File: src/rtl/pwe_pkg.sv
package pwe_pkg;

    typedef logic [7:0] pw_byte_t;

    typedef enum logic {
        PH_STANDBY = 1'b0,
        PH_PROGRAM = 1'b1
    } pw_phase_e;

    // The cycle must be long enough to sweep every buffer entry.
    function automatic int eff_ticks(input int ticks, input int entries);
        return (ticks < entries) ? entries : ticks;
    endfunction

endpackage

File: src/rtl/pwe_page_buf.sv
module pwe_page_buf
    import pwe_pkg::*;
#(
    parameter int IDX_W = 5
) (
    input  logic             clk,
    input  logic             rst,
    input  logic             wr_en,
    input  logic [IDX_W-1:0] wr_idx,
    input  pw_byte_t         wr_data,
    input  logic             clr,
    input  logic [IDX_W-1:0] rd_idx,
    output pw_byte_t         rd_data,
    output logic             rd_vld
);
    localparam int ENTRIES = 1 << IDX_W;

    pw_byte_t           store [ENTRIES];
    logic [ENTRIES-1:0] vmask;

    for (genvar i = 0; i < ENTRIES; i++) begin : g_entry
        always_ff @(posedge clk) begin
            if (wr_en && wr_idx == IDX_W'(i)) begin
                store[i] <= wr_data;
            end
        end

        always_ff @(posedge clk) begin
            if (rst || clr) begin
                vmask[i] <= 1'b0;
            end else if (wr_en && wr_idx == IDX_W'(i)) begin
                vmask[i] <= 1'b1;
            end
        end
    end

    assign rd_data = store[rd_idx];
    assign rd_vld  = vmask[rd_idx];

    // a clear leaves no entry marked
    p_clear_empties_r9: assert property (@(posedge clk) disable iff (rst)
        clr |=> (vmask == '0));

    // a write marks exactly the addressed entry
    p_write_marks_r2: assert property (@(posedge clk) disable iff (rst)
        (wr_en && !clr) |=> vmask[$past(wr_idx)]);

endmodule

File: src/rtl/pwe_cycle_timer.sv
module pwe_cycle_timer
    import pwe_pkg::*;
#(
    parameter int CYCLE_TICKS = 2_000_000,
    parameter int IDX_W       = 5
) (
    input  logic             clk,
    input  logic             rst,
    input  logic             start,
    output logic             busy,
    output logic             sweep_on,
    output logic [IDX_W-1:0] sweep_idx,
    output logic             done
);
    localparam int ENTRIES   = 1 << IDX_W;
    localparam int TICKS_EFF = eff_ticks(CYCLE_TICKS, ENTRIES);
    localparam int CNT_W     = $clog2(TICKS_EFF) + 1;
    localparam logic [CNT_W-1:0] LAST  = CNT_W'(TICKS_EFF - 1);
    localparam logic [CNT_W-1:0] ENT_C = CNT_W'(ENTRIES);

    pw_phase_e        phase;
    logic [CNT_W-1:0] cnt;

    always_ff @(posedge clk) begin
        if (rst) begin
            phase <= PH_STANDBY;
            cnt   <= '0;
        end else begin
            unique case (phase)
                PH_STANDBY: begin
                    if (start) begin
                        phase <= PH_PROGRAM;
                        cnt   <= '0;
                    end
                end
                PH_PROGRAM: begin
                    if (cnt == LAST) begin
                        phase <= PH_STANDBY;
                        cnt   <= '0;
                    end else begin
                        cnt <= cnt + 1'b1;
                    end
                end
                default: phase <= PH_STANDBY;
            endcase
        end
    end

    assign busy      = (phase == PH_PROGRAM);
    assign done      = busy && (cnt == LAST);
    assign sweep_on  = busy && (cnt < ENT_C);
    assign sweep_idx = cnt[IDX_W-1:0];

    // every cycle begins with the count at zero
    p_cycle_starts_zero_r6: assert property (@(posedge clk) disable iff (rst)
        $rose(busy) |-> (cnt == '0));

    // a start during a running cycle does not end it early
    p_no_early_end_r7: assert property (@(posedge clk) disable iff (rst)
        (busy && !done) |=> busy);

endmodule

File: src/rtl/page_write_engine.sv
module page_write_engine
    import pwe_pkg::*;
#(
    parameter int ADDR_W      = 11,
    parameter int IDX_W       = 5,
    parameter int CYCLE_TICKS = 2_000_000
) (
    input  logic              clk,
    input  logic              rst,
    input  logic              byte_vld,
    input  logic [ADDR_W-1:0] byte_addr,
    input  logic [7:0]        byte_data,
    input  logic              stop_pls,
    input  logic              abort_pls,
    input  logic              wp_in,
    output logic              busy,
    output logic              mem_we,
    output logic [ADDR_W-1:0] mem_addr,
    output logic [7:0]        mem_wdata
);
    localparam int BASE_W = ADDR_W - IDX_W;

    logic              open_q;
    logic              wp_q;
    logic [BASE_W-1:0] base_q;
    logic [IDX_W-1:0]  ptr_q;

    logic             idle, take, first, ends, go, drop, clr;
    logic [IDX_W-1:0] wr_idx;
    logic             sweep_on, done, rd_vld;
    logic [IDX_W-1:0] sweep_idx;
    pw_byte_t         rd_data;

    assign idle   = !busy;
    assign take   = byte_vld && idle && !stop_pls && !abort_pls;
    assign first  = take && !open_q;
    assign wr_idx = first ? byte_addr[IDX_W-1:0] : ptr_q;
    assign ends   = idle && (stop_pls || abort_pls);
    assign go     = idle && stop_pls && !abort_pls && open_q && !wp_q;
    assign drop   = ends && !go;
    assign clr    = drop || done;

    always_ff @(posedge clk) begin
        if (rst) begin
            open_q <= 1'b0;
            wp_q   <= 1'b0;
            base_q <= '0;
            ptr_q  <= '0;
        end else begin
            if (take) begin
                ptr_q  <= wr_idx + 1'b1;
                open_q <= 1'b1;
                if (first) begin
                    base_q <= byte_addr[ADDR_W-1:IDX_W];
                    wp_q   <= wp_in;
                end
            end
            if (ends) begin
                open_q <= 1'b0;
            end
        end
    end

    pwe_page_buf #(.IDX_W(IDX_W)) i_buf (
        .clk     (clk),
        .rst     (rst),
        .wr_en   (take),
        .wr_idx  (wr_idx),
        .wr_data (byte_data),
        .clr     (clr),
        .rd_idx  (sweep_idx),
        .rd_data (rd_data),
        .rd_vld  (rd_vld)
    );

    pwe_cycle_timer #(.CYCLE_TICKS(CYCLE_TICKS), .IDX_W(IDX_W)) i_timer (
        .clk       (clk),
        .rst       (rst),
        .start     (go),
        .busy      (busy),
        .sweep_on  (sweep_on),
        .sweep_idx (sweep_idx),
        .done      (done)
    );

    assign mem_we    = sweep_on && rd_vld;
    assign mem_addr  = {base_q, sweep_idx};
    assign mem_wdata = rd_data;

    // the array is written only inside the timed cycle
    p_we_inside_cycle_r10: assert property (@(posedge clk) disable iff (rst)
        mem_we |-> busy);

    // a cycle begins only right after a stop strobe
    p_cycle_needs_stop_r5: assert property (@(posedge clk) disable iff (rst)
        $rose(busy) |-> $past(stop_pls));

    // a protected transaction never starts a cycle
    p_protect_blocks_r8: assert property (@(posedge clk) disable iff (rst)
        $rose(busy) |-> !$past(wp_q));

    // the page stays fixed while it is being programmed
    p_page_fixed_r2: assert property (@(posedge clk) disable iff (rst)
        busy |=> $stable(base_q));

    // no transaction can open while a cycle runs
    p_closed_while_busy_r7: assert property (@(posedge clk) disable iff (rst)
        busy |=> !open_q);

endmodule

File: config.mk
export PLATFORM = sky130hd
export DESIGN_NAME = page_write_engine
export DESIGN_NICKNAME = d
export VERILOG_FILES = /design/src/rtl/pwe_pkg.sv /design/src/rtl/pwe_page_buf.sv /design/src/rtl/pwe_cycle_timer.sv /design/src/rtl/page_write_engine.sv
export SDC_FILE = /design/constraint.sdc
export NUM_CORES = 1
export LEC_CHECK = 0
export CAP_MARGIN = 30
export CELL_PAD_IN_SITES_DETAIL_PLACEMENT = 0
export CELL_PAD_IN_SITES_GLOBAL_PLACEMENT = 1
export CORE_MARGIN = 2
export CORE_UTILIZATION = 53
export DETAILED_ROUTE_END_ITERATION = 7
export PLACE_DENSITY_LB_ADDON = 0.1
export RECOVER_POWER = 100
export SYNTH_ARGS = -nofsm -noshare
export SYNTH_HDL_FRONTEND = slang
export SYNTH_SLANG_ARGS = --single-unit
File: constraint.sdc
create_clock -name clk -period 3.9 [get_ports clk]
set_input_delay 0.78 -clock clk [delete_from_list [all_inputs] [get_ports clk]]
set_output_delay 0.78 -clock clk [all_outputs]
set_load 0.03 [all_outputs]
-- After elaboration in Yosys (flattened, before gate mapping)
Memories as Yosys holds them, arrays and structs flattened. A register that Yosys moved wholly into a read port is not among the register bits.
Index checks and enable logic that the tools add are counted.
- register bits: 68
- RAM bits: 256
- input bits: 25
- output and inout bits: 21
- logic and storage cells: 333
- memories: 1
- add/sub/neg operators: 2
- order comparisons: 2
- equality and inequality tests: 33
- mux-type cells: 168
- bitwise gates (word level): 1
- reduce and logical (&&, ||, !) cells: 88
- memories (name ; words ; width ; read ports ; clocked after Yosys merged registers in ; write ports ; RTL line ; source):
    i_buf.store ; 32 ; 8 ; 1 ; 1 ; 1 ; pwe_page_buf.sv:18 ; pw_byte_t store [ENTRIES];
- operators by type and width (cell ; count):
    $mux W8 ; 31
    $reduce_or A8 Y1 ; 31
    $mux W5 ; 34
    $mux W1 ; 98
    $eq A5 B5 Y1 const B ; 16
    $logic_and A1 B1 Y1 ; 45
    $mux W22 ; 2
    $pmux W22 S2 ; 1
    $eq A5 B4 Y1 const B ; 8
    $add A22 B1 Y22 const B ; 1
    $eq A22 B21 Y1 const B ; 1
    $lt A22 B6 Y1 const B ; 1
    $eq A5 B3 Y1 const B ; 4
    $eq A5 B2 Y1 const B ; 2
    $logic_not A1 Y1 ; 6
    $lt A5 B6 Y1 const B ; 1
    $add A5 B1 Y5 const B ; 1
    $bmux W1 S5 ; 1
    $eq A5 B1 Y1 const B ; 1
    $logic_not A5 Y1 ; 1
    $logic_or A1 B1 Y1 ; 3
    $ne A2 B2 Y1 const B ; 1
    $pmux W1 S2 ; 1
    $reduce_and A2 Y1 ; 1
    2 further kinds ; 2

-- Depth between registers and ports, before layout
Gate-level depths: netlist (run 1).
- depth in word-level cells: 42
- depth in mapped cells: 8

-- Hierarchy
A second synthesis (run 1) with hierarchy kept.
- cells, all modules: 742
- area, all modules: 13188.9 sq um
- modules (own cells, without submodules) (module ; times used ; cells each ; area an instance (sq um)):
    pwe_page_buf ; 1 ; 494 ; 11076.9
    pwe_cycle_timer ; 1 ; 156 ; 1325.0
    page_write_engine ; 1 ; 92 ; 787.0

-- Worst setup path before layout (run 1)
No wires, ideal clock.
- kind: in2reg
- start: input port stop_pls
- end: memory i_buf.store[3][0] in the netlist's numbering, enable pin
- library setup time: 386 ps
- arrival: 2545 ps
- setup slack: 970 ps
- stages on the path: 5
- cells stage by stage: or4b_1 > or2_1 > clkbuf_1 > buf_2 > nor3_1
- word-level cells in the longest chain between the ends: 41
- RTL lines (item ; RTL line ; source):
    start: declaration ; page_write_engine.sv:13 ; input logic stop_pls,
    $logic_not A1 Y1 (*) ; page_write_engine.sv:35 ; assign take = byte_vld && idle && !stop_pls && !abort_pls;
    $logic_and A1 B1 Y1 (*) (2 in a row) ; page_write_engine.sv:35 ;
    $logic_and A1 B1 Y1 ; page_write_engine.sv:36 ; assign first = take && !open_q;
    $mux W5 ; page_write_engine.sv:37 ; assign wr_idx = first ? byte_addr[IDX_W-1:0] : ptr_q;
    $eq A5 B1 Y1 ; pwe_page_buf.sv:23 ; if (wr_en && wr_idx == IDX_W'(i)) begin
    $logic_and A1 B1 Y1 ; pwe_page_buf.sv:23 ;
    $mux W1 ; pwe_page_buf.sv:23 ;
    $mux W1 (implied by the code) ; pwe_page_buf.sv:24 ; store[i] <= wr_data;
    $reduce_or A8 Y1 (no source line) ; - ;
    $mux W5 (no source line) / $mux W1 (equally long branches) (31 in a row) ; - ;
    end: declaration ; pwe_page_buf.sv:18 ;
Mark *: on every way between the ends. The rest lies on a longest branch, timed or not.

==> results of run 1 <==
## placed cells by master, fill, tap and decap left out, drive strengths merged, types with 15 or more instances in the layout
cell type,n
edfxtp,256
clkbuf,94
mux4,89
dfxtp,73
nand2,35
nor2,33
o21a,33
a21oi,28
nor3,28
dlygate4sd3,21
buf,19
clkdlybuf4s50,15
## critical path: stages, from the launching register on
cell and delay (ns):
dfxtp_4 0.43, buf_12 0.23, mux4_2 0.54, mux4_2 0.47, mux2_1 0.36, dlygate4sd2_1 0.38
## sequential cells by signal, summed over array words and instances (netlist names), named ones only
name,cells
ptr_q,5
wp_q,1
i_buf.vmask,32
open_q,1
i_timer.busy,1
i_timer.cnt,22
base_q,6
i_buf.store,256
## what timing repair did
action,4_1_cts,5_1_grt
gates resized for setup,9,2
gates cloned,0,0
hold endpoints to repair,0,0
setup endpoints to repair,8,2
buffers inserted,3,0
## power breakdown
group	total [uW]	switching (uW)	leakage, uW	internal, uW
Clock	3290	1260	0.000557	2030
Sequential	3790	7.27	0.00289	3780
Combinational	184	117	0.00139	67.9
Total	7260	1380	0.00484	5880
## per-layer routing
| layer | GRT usage (%) | up-vias | part of all wire [%] |
|---|---|---|---|
| li1 | - | 3274 | - |
| met4 | 5.43 | 0 | 2.0 |
| met5 | 0 | - | 0 |
| met3 | 3.22 | 40 | 4.9 |
| met1 | 30.6 | 3713 | 43 |
| met2 | 37.2 | 186 | 50 |
## through the flow
| step | setup slack (ns) | utilization (%) | total power [uW] |
|---|---|---|---|
| after floorplan | 0.970 | - | 3960 |
| after global placement | 0.376 | 58.7 | 4050 |
| after detailed placement | 0.369 | 58.8 | 4060 |
| after CTS | 0.0186 | 63.6 | 7340 |
| after global routing | 0.0710 | 62.9 | 7500 |
| final | 0.183 | 62.9 | 7260 |
## kinds of logic (layout without fill, tap and decap cells)
kind of cell / after synthesis / count (layout) / share of synthesized area, %
buffers and inverters: 57 / 178 / 2.16
xor gates and xnor gates: 4 / 4 / 0.264
muxes: 106 / 106 / 16.5
DFF: 329 / 329 / 68.9
AOI/OAI and AO/OA: 108 / 108 / 5.44
and+or+nand+nor: 158 / 158 / 6.44
adders and majority gates: 3 / 3 / 0.283
## layout make-up
type / instances / area (um^2) / share of cell area, %
flip-flops and latches: 329 / 9160 / 59.5
multi-input cells: 379 / 3830 / 24.9
clock buffers: 48 / 987 / 6.42
repair buffers: 109 / 810 / 5.26
well taps: 324 / 405 / 2.64
clock inverters: 13 / 161 / 1.05
inverters: 8 / 30.0 / 0.195
## path summary, 6_finish.rpt
kind	startpoint	end	slack, ns	cells after the start
setup / recovery	flip-flop	mem_wdata[1]	0.18	5
hold / removal	base_q[4]	base_q[4]	0.46	2
setup reg to reg	i_timer.cnt[1]	i_buf.vmask[3]	0.51	9
hold reg to reg	base_q[4]	base_q[4]	0.46	2
==> flow_metrics.env, run 1 <==
export IMPL_drt_iter0_drc=657
export IMPL_gp_congestion=0.776
export IMPL_leakage_uw=0.00484
export IMPL_fin_crit_ns=3.72
export IMPL_async_reset_ff_share_pct=0
export IMPL_grt_max_degree=33
export IMPL_yosysMostFrequentCell="edfxtp_1"
export IMPL_die_h_um=162
export IMPL_netlist_top_cells_count="edfxtp_1, mux4_2, dfxtp_1"
export IMPL_finalMaxSlewViolations=0
export IMPL_outcome="finished, final reports clean"
export IMPL_clk_latency_ns=0.50
export IMPL_clk_pin_slew_ns=0.06
export IMPL_drt_wl_total_um=27900
export IMPL_placed_cell_area_um2=14400
export IMPL_ys_seq_area_share_pct=68.9
export IMPL_cts_hold_buf=0
export IMPL_critPathMaxFanout=23
export IMPL_syn_nets=793
export IMPL_initial_core_util_pct=54.3
export IMPL_netlist_top_cells_area="edfxtp_1, mux4_2, dfxtp_1, o21a_1, a21oi_1"
export IMPL_clk_path_buf_depth=3
export IMPL_min_path_type="flip-flop to flip-flop"
export IMPL_dieWidth_um=162
export IMPL_syn_inst=765
export IMPL_clock_skew_final_ns=0.0108
export IMPL_grt_pass1_wl_um=43400
export IMPL_drive_gt1_share_pct=20.0
export IMPL_ys_ff_latch=329
export IMPL_drc_errors=0
export IMPL_cp_start_kind="flip-flop"
export IMPL_peakVddDrop_mv=0.321
export IMPL_syn_area_um2=13300
export IMPL_cts_sinks=329
export IMPL_setup_viol=0
export IMPL_critPathKind="flip-flop to output port"
export IMPL_post_dp_hpwl_um=18000
export IMPL_n_antenna_cell=0
export IMPL_cts_inserted_buffers=36
export IMPL_port_buffers=45
export IMPL_drtAntennaViolNets=0
export IMPL_num_rows=57
export IMPL_required_ns=3.12
export IMPL_ys_warn_count=0
export IMPL_synth_edff_count=256
export IMPL_ys_flop_type="edfxtp_1"
export IMPL_num_io_pins=46
export IMPL_fin_setup_tns_ns=0
export IMPL_design_area_um2=15400
export IMPL_track_usage_pct=22.0
export IMPL_tightest_slew_ns=1.22
export IMPL_antenna_found_initial=0
export IMPL_die_area_um2=26300
export IMPL_powerDensity_nw_per_um2=472
export IMPL_instances_no_fill=1210
export IMPL_holdWs_ns=0.457
export IMPL_area_growth_pct=15.9
export IMPL_cp_end_kind="output port"
export IMPL_cts_root_buffer="clkbuf_16"
export IMPL_dp_cells=1142
export IMPL_period_share_pct=95.3
export IMPL_vias_per_cell=5.96
export IMPL_grt_overflow=0
export IMPL_fmax_mhz=269
export IMPL_rsz0062_at_grt="no"
export IMPL_synth_area_per_cell_um2=17.3
export IMPL_slew_headroom_pct=18.4
export IMPL_drv_cap=0
export IMPL_synthDistinctLibCells=62
export IMPL_cts_tree="built"
export IMPL_worstPathArrival_ns=2.94
export IMPL_grt_pass1_vias=7547
export IMPL_core_area_um2=24500
export IMPL_routedWlPerCell_um=23.1
export IMPL_nets=891
export IMPL_yosys_area_top_type_share_pct=57.9
export IMPL_hold_viol_final=0
export IMPL_cts_htree_levels=2
export IMPL_fill_cells=1788
export IMPL_drtPass1Iterations=5
export IMPL_vias=7213
export IMPL_synth_top_cell_by_area="edfxtp_1"
No activity file was read; power rests on OpenSTA's default activity.
==> run 2, diff against run 1 <==
--- a/config.mk
+++ b/config.mk
@@ -8,7 +8,6 @@
 export CAP_MARGIN = 30
 export CELL_PAD_IN_SITES_DETAIL_PLACEMENT = 0
 export CELL_PAD_IN_SITES_GLOBAL_PLACEMENT = 1
-export CORE_MARGIN = 2
 export CORE_UTILIZATION = 53
 export DETAILED_ROUTE_END_ITERATION = 7
 export PLACE_DENSITY_LB_ADDON = 0.1
==> flow_metrics.env, run 2 (synthesized netlist as in run 1, its figures left out) <==
export IMPL_drtAntennaViolNets=0
export IMPL_drt_iter0_drc=577
export IMPL_powerDensity_nw_per_um2=470
export IMPL_cp_end_kind="output port"
export IMPL_clk_pin_slew_ns=0.06
export IMPL_worstPathArrival_ns=2.97
export IMPL_gp_congestion=0.824
export IMPL_crit_top_cell="mux4_2"
export IMPL_setup_viol=0
export IMPL_endpoint="mem_wdata[0]"
export IMPL_drv_cap=0
export IMPL_fmax_mhz=267
export IMPL_critPathKind="flip-flop to output port"
export IMPL_cp_start_kind="flip-flop"
export IMPL_slowest_delay_ns=0.54
export IMPL_layout_common_cells="edfxtp_1, mux4_2, dfxtp_1, clkbuf_1, clkbuf_16"
export IMPL_min_path_type="flip-flop to flip-flop"
export IMPL_num_io_pins=46
export IMPL_drt_wl_total_um=29200
export IMPL_cts_htree_levels=2
export IMPL_routedWlPerCell_um=24.2
export IMPL_power_uw=7200
export IMPL_port_buffers=45
export IMPL_die_area_um2=25700
export IMPL_final_common_cell="edfxtp_1"
export IMPL_hold_viol_final=0
export IMPL_reg2reg_from="i_timer.busy"
export IMPL_outcome="finished, final reports clean"
export IMPL_r2r_slack_ns=0.67
export IMPL_reg_top3="i_buf.store: 256 flops, i_buf.vmask: 32 flops, i_timer.cnt: 22 flops"
export IMPL_tightest_slew_ns=1.45
export IMPL_path_cells="buf_12 -> mux4_2 -> mux4_2 -> mux2_1 -> dlygate4sd2_1"
export IMPL_grt_pass1_vias=7474
export IMPL_leakage_uw=0.00481
export IMPL_cp_slowest_cell="mux4_2"
export IMPL_cp_top_family="multiplexers"
export IMPL_drtPass1Iterations=5
export IMPL_peakVddDrop_mv=0.324
export IMPL_vias=7384
export IMPL_cts_sinks=329
export IMPL_drc_errors=0
export IMPL_fill_cells=1804
export IMPL_slew_headroom_pct=3.26
export IMPL_fin_crit_ns=3.75
export IMPL_critPathMaxFanout=25
export IMPL_cts_inserted_buffers=35
export IMPL_cts_tree="built"
export IMPL_area_growth_pct=15.3
export IMPL_cts_root_buffer="clkbuf_16"
export IMPL_finalMaxSlewViolations=0
export IMPL_initial_core_util_pct=54.3
export IMPL_nets=884
export IMPL_antenna_found_initial=0
export IMPL_rr_endpoint="i_buf.store[1][3]"
export IMPL_num_rows=57
export IMPL_drive_gt1_share_pct=20.2
export IMPL_min_delay_path_depth=2
export IMPL_rsz0062_at_grt="no"
export IMPL_period_share_pct=96.2
export IMPL_fin_setup_tns_ns=0
export IMPL_required_ns=3.12
export IMPL_n_antenna_cell=0
export IMPL_post_dp_hpwl_um=18400
export IMPL_cp_depth=5
export IMPL_hp_start="wp_q"
export IMPL_grt_max_degree=65
export IMPL_clk_latency_ns=0.50
export IMPL_vias_per_cell=6.12
export IMPL_clock_skew_final_ns=0.0171
export IMPL_max_flop_register="i_buf.store"
export IMPL_crit_buf_inv=2
export IMPL_clk_path_buf_depth=3
export IMPL_r2r_cells=6
export IMPL_largest_register_ffs=256
export IMPL_grt_pass1_wl_um=44800
export IMPL_dieWidth_um=160
export IMPL_track_usage_pct=23.6
export IMPL_grt_overflow=0
export IMPL_core_area_um2=24500
export IMPL_die_h_um=160
run 2: repair_timing:
action,in CTS,in global routing
setup endpoints to repair,8,1
cloned,0,0
gates resized for setup,9,2
buffers inserted,0,0
hold buffers,0,0
run 2: cell type report:
type                    instances  area [um^2]  area share [%]
flip-flops and latches        329         9150            59.8
clock inverters                16          158            1.03
repair buffers                103          762            4.98
clock buffers                  47          963            6.30
inverters                       8         30.0           0.196
well taps                     324          405            2.65
multi-input cells             379         3820            25.0
run 2: worst reg2reg max path, delay by kind of cell, from the launching register on:
family	cells	cell delay [ns]
simple gates	3	1.37
buf+inv	3	1.18
flops	1	0.31
run 2: worst min path at each step:
stage / to
after floorplan: wp_q
after global placement: i_buf.vmask[18]
after detailed placement: i_buf.vmask[18]
final: wp_q
after CTS: wp_q
after global routing: i_buf.vmask[8]
run 2: power by group:
part	internal, uW	switching (uW)
sequential	3790	8.37
clock	1940	1280
combinational	67.1	119
total	5790	1410
run 2: stage by stage:
| stage | setup WS (ns) | cell area, um^2 | instances | util [%] | hold slack (ns) |
|---|---|---|---|---|---|
| 5_1_grt | 0.0599 | 15300 | 1206 | 62.5 | 0.477 |
| 3_5_place_dp | 0.455 | 14400 | 1142 | 58.8 | 0.450 |
| 6_report | 0.149 | 15300 | 1206 | 62.5 | 0.452 |
| 2_1_floorplan | 0.970 | 13300 | 765 | - | 0.432 |
| 3_3_place_gp | 0.467 | 14300 | 1140 | 58.6 | 0.441 |
| 4_1_cts | 0.00482 | 15500 | 1205 | 63.4 | 0.460 |
run 2: routing by layer:
layer	GRT usage, %	up-vias	routed length, um
li1	-	3270	-
met1	32.2	3793	12000
met2	39.7	270	14600
met3	4.03	51	1930
met4	6.06	0	640
met5	0	-	0
==> run 3, diff against run 2 <==
--- a/config.mk
+++ b/config.mk
@@ -8,7 +8,8 @@
 export CAP_MARGIN = 30
 export CELL_PAD_IN_SITES_DETAIL_PLACEMENT = 0
 export CELL_PAD_IN_SITES_GLOBAL_PLACEMENT = 1
-export CORE_UTILIZATION = 53
+export CORE_UTILIZATION = 55
+export CTS_BUF_LIST = sky130_fd_sc_hd__clkbuf_4 sky130_fd_sc_hd__clkbuf_8
 export DETAILED_ROUTE_END_ITERATION = 7
 export PLACE_DENSITY_LB_ADDON = 0.1
 export RECOVER_POWER = 100
==> flow_metrics.env, run 3 (synthesized netlist as in run 1, its figures left out) <==
export IMPL_cts_root_buffer="clkbuf_8"
export IMPL_cts_tree="built"
export IMPL_n_antenna_cell=0
export IMPL_area_growth_pct=14.9
export IMPL_fmax_mhz=264
export IMPL_drv_cap=1
export IMPL_leakage_uw=0.00482
export IMPL_crit_top_cell="mux4_2"
export IMPL_max_flop_register="i_buf.store"
export IMPL_routedWlPerCell_um=23.6
export IMPL_p_sw_uw=1420
export IMPL_clk_pin_slew_ns=0.06
export IMPL_fin_crit_ns=3.78
export IMPL_power_share_clock_pct=41.8
export IMPL_netSwitchingFraction_pct=20.8
export IMPL_drive_gt1_share_pct=23.4
export IMPL_powerDensity_nw_per_um2=449
export IMPL_p_int_uw=5420
export IMPL_critPathMaxFanout=23
export IMPL_post_dp_hpwl_um=18600
export IMPL_hp_start="base_q[5]"
export IMPL_min_path_type="flip-flop to flip-flop"
export IMPL_setup_viol=0
export IMPL_port_buffers=45
export IMPL_clk_latency_ns=0.56
export IMPL_cp_slowest_cell="mux4_2"
export IMPL_top_usage_layer="met2"
export IMPL_critPathKind="flip-flop to output port"
export IMPL_core_area_um2=23500
export IMPL_grt_pass1_wl_um=44900
export IMPL_worstPathArrival_ns=3.00
export IMPL_layout_common_cells="edfxtp_1, mux4_2, dfxtp_1, clkbuf_8, clkbuf_1"
export IMPL_grt_max_degree=65
export IMPL_antenna_found_initial=0
export IMPL_cts_sinks=329
export IMPL_die_h_um=157
export IMPL_reg2reg_from="i_timer.busy"
export IMPL_r2r_slack_ns=0.54
export IMPL_path_cells="buf_12 -> mux4_2 -> mux4_2 -> mux2_1 -> dlygate4sd2_1"
export IMPL_gp_congestion=0.827
export IMPL_vias_per_cell=6.06
export IMPL_initial_core_util_pct=56.4
export IMPL_final_common_cell="edfxtp_1"
export IMPL_hold_viol_final=0
export IMPL_cts_htree_levels=2
export IMPL_peakVddDrop_mv=0.249
export IMPL_required_ns=3.12
export IMPL_num_rows=56
export IMPL_vias=7503
export IMPL_nets=906
export IMPL_min_delay_path_depth=2
export IMPL_met1_usage_pct=33.9
export IMPL_num_io_pins=46
export IMPL_drt_iter0_drc=583
export IMPL_die_area_um2=24800
export IMPL_period_share_pct=97.0
export IMPL_slowest_delay_ns=0.52
export IMPL_grt_pass1_vias=7573
export IMPL_clk_path_buf_depth=3
export IMPL_finalMaxSlewViolations=33
export IMPL_cp_start_kind="flip-flop"
export IMPL_holdWs_ns=0.457
export IMPL_track_usage_pct=25.0
export IMPL_clock_skew_final_ns=0.0175
export IMPL_largest_register_ffs=256
export IMPL_combPwrFrac_pct=2.8
export IMPL_tightest_slew_ns=1.57
export IMPL_outcome="finished, violations left"
export IMPL_drtPass1Iterations=5
export IMPL_drtAntennaViolNets=0
export IMPL_cp_end_kind="output port"
export IMPL_use_met3_pct=4.79
export IMPL_cts_hold_buf=0
export IMPL_hold_path_end="base_q[5]"
export IMPL_violations="max-capacitance violations, max-slew violations"
export IMPL_cts_inserted_buffers=51
export IMPL_postLayoutCoreUtil_pct=64.8
export IMPL_grt_overflow=0
export IMPL_fin_setup_tns_ns=0
export IMPL_reg_top3="i_buf.store: 256 flops, i_buf.vmask: 32 flops, i_timer.cnt: 22 flops"
export IMPL_fill_cells=1714
export IMPL_slew_headroom_pct=-4.50
export IMPL_dieWidth_um=157
export IMPL_rsz0062_at_grt="no"
export IMPL_power_frac_seq_pct=55.4
export IMPL_drt_wl_total_um=29200
export IMPL_drc_errors=0
export IMPL_r2r_cells=8
export IMPL_grt_use_met2_pct=41.5
export IMPL_rr_endpoint="i_buf.store[27][7]"
run 3: power by group through the flow:
stage	Clock [uW]	Sequential, uW	Combinational, uW
after floorplan	0	3870	87.2
after global placement	0	3870	188
after detailed placement	0	3870	201
after CTS	2920	3790	202
after global routing	3060	3790	206
final	2860	3790	189
run 3: what timing repair did:
action | 4_1_cts | 5_1_grt
gates resized for setup | 9 | 1
setup endpoints to repair | 9 | 1
setup buffers | 3 | 0
hold endpoints to repair | 0 | 0
cloned | 0 | 0
run 3: final cells by class:
type	count	area (um^2)	area share [%]
Inverter	8	30.0	0.197
Clock buffer	69	862	5.65
Timing Repair Buffer	109	803	5.27
Clock inverter	25	165	1.08
Tap cell	319	399	2.62
Multi-Input combinational cell	379	3830	25.1
Sequential cell	329	9160	60.1
run 3: routing by layer:
metal | wire, um | part of all wire (%)
met1 | 12200 | 42
met2 | 14500 | 50
met3 | 1990 | 6.8
met4 | 546 | 1.9
met5 | 0 | 0
run 3: worst max path at each step:
stage	to	slack, ns	startpoint
after global routing	mem_wdata[7]	0.02	flip-flop
after detailed placement	mem_wdata[0]	0.33	flip-flop
after global placement	mem_wdata[0]	0.34	flip-flop
after CTS	mem_we	0.03	i_timer.cnt[9]
after floorplan	i_buf.store[3][0]	0.97	stop_pls
final	mem_wdata[7]	0.12	flip-flop
run 3: worst max-delay path, delay by kind of cell, from the launching register on:
kind / cells / cell delay [ns]
mux: 3 / 1.38
buf+inv: 2 / 0.62
flops: 1 / 0.44
run 3: metrics by stage:
stage / cells / cell area [um^2] / total power, uW / setup WS [ns]
6_report: 1238 / 15200 / 6850 / 0.118
5_1_grt: 1238 / 15200 / 7060 / 0.0244
4_1_cts: 1236 / 15400 / 6910 / 0.0335
3_5_place_dp: 1139 / 14400 / 4070 / 0.333
3_3_place_gp: 1136 / 14400 / 4060 / 0.336
2_1_floorplan: 765 / 13300 / 3960 / 0.970
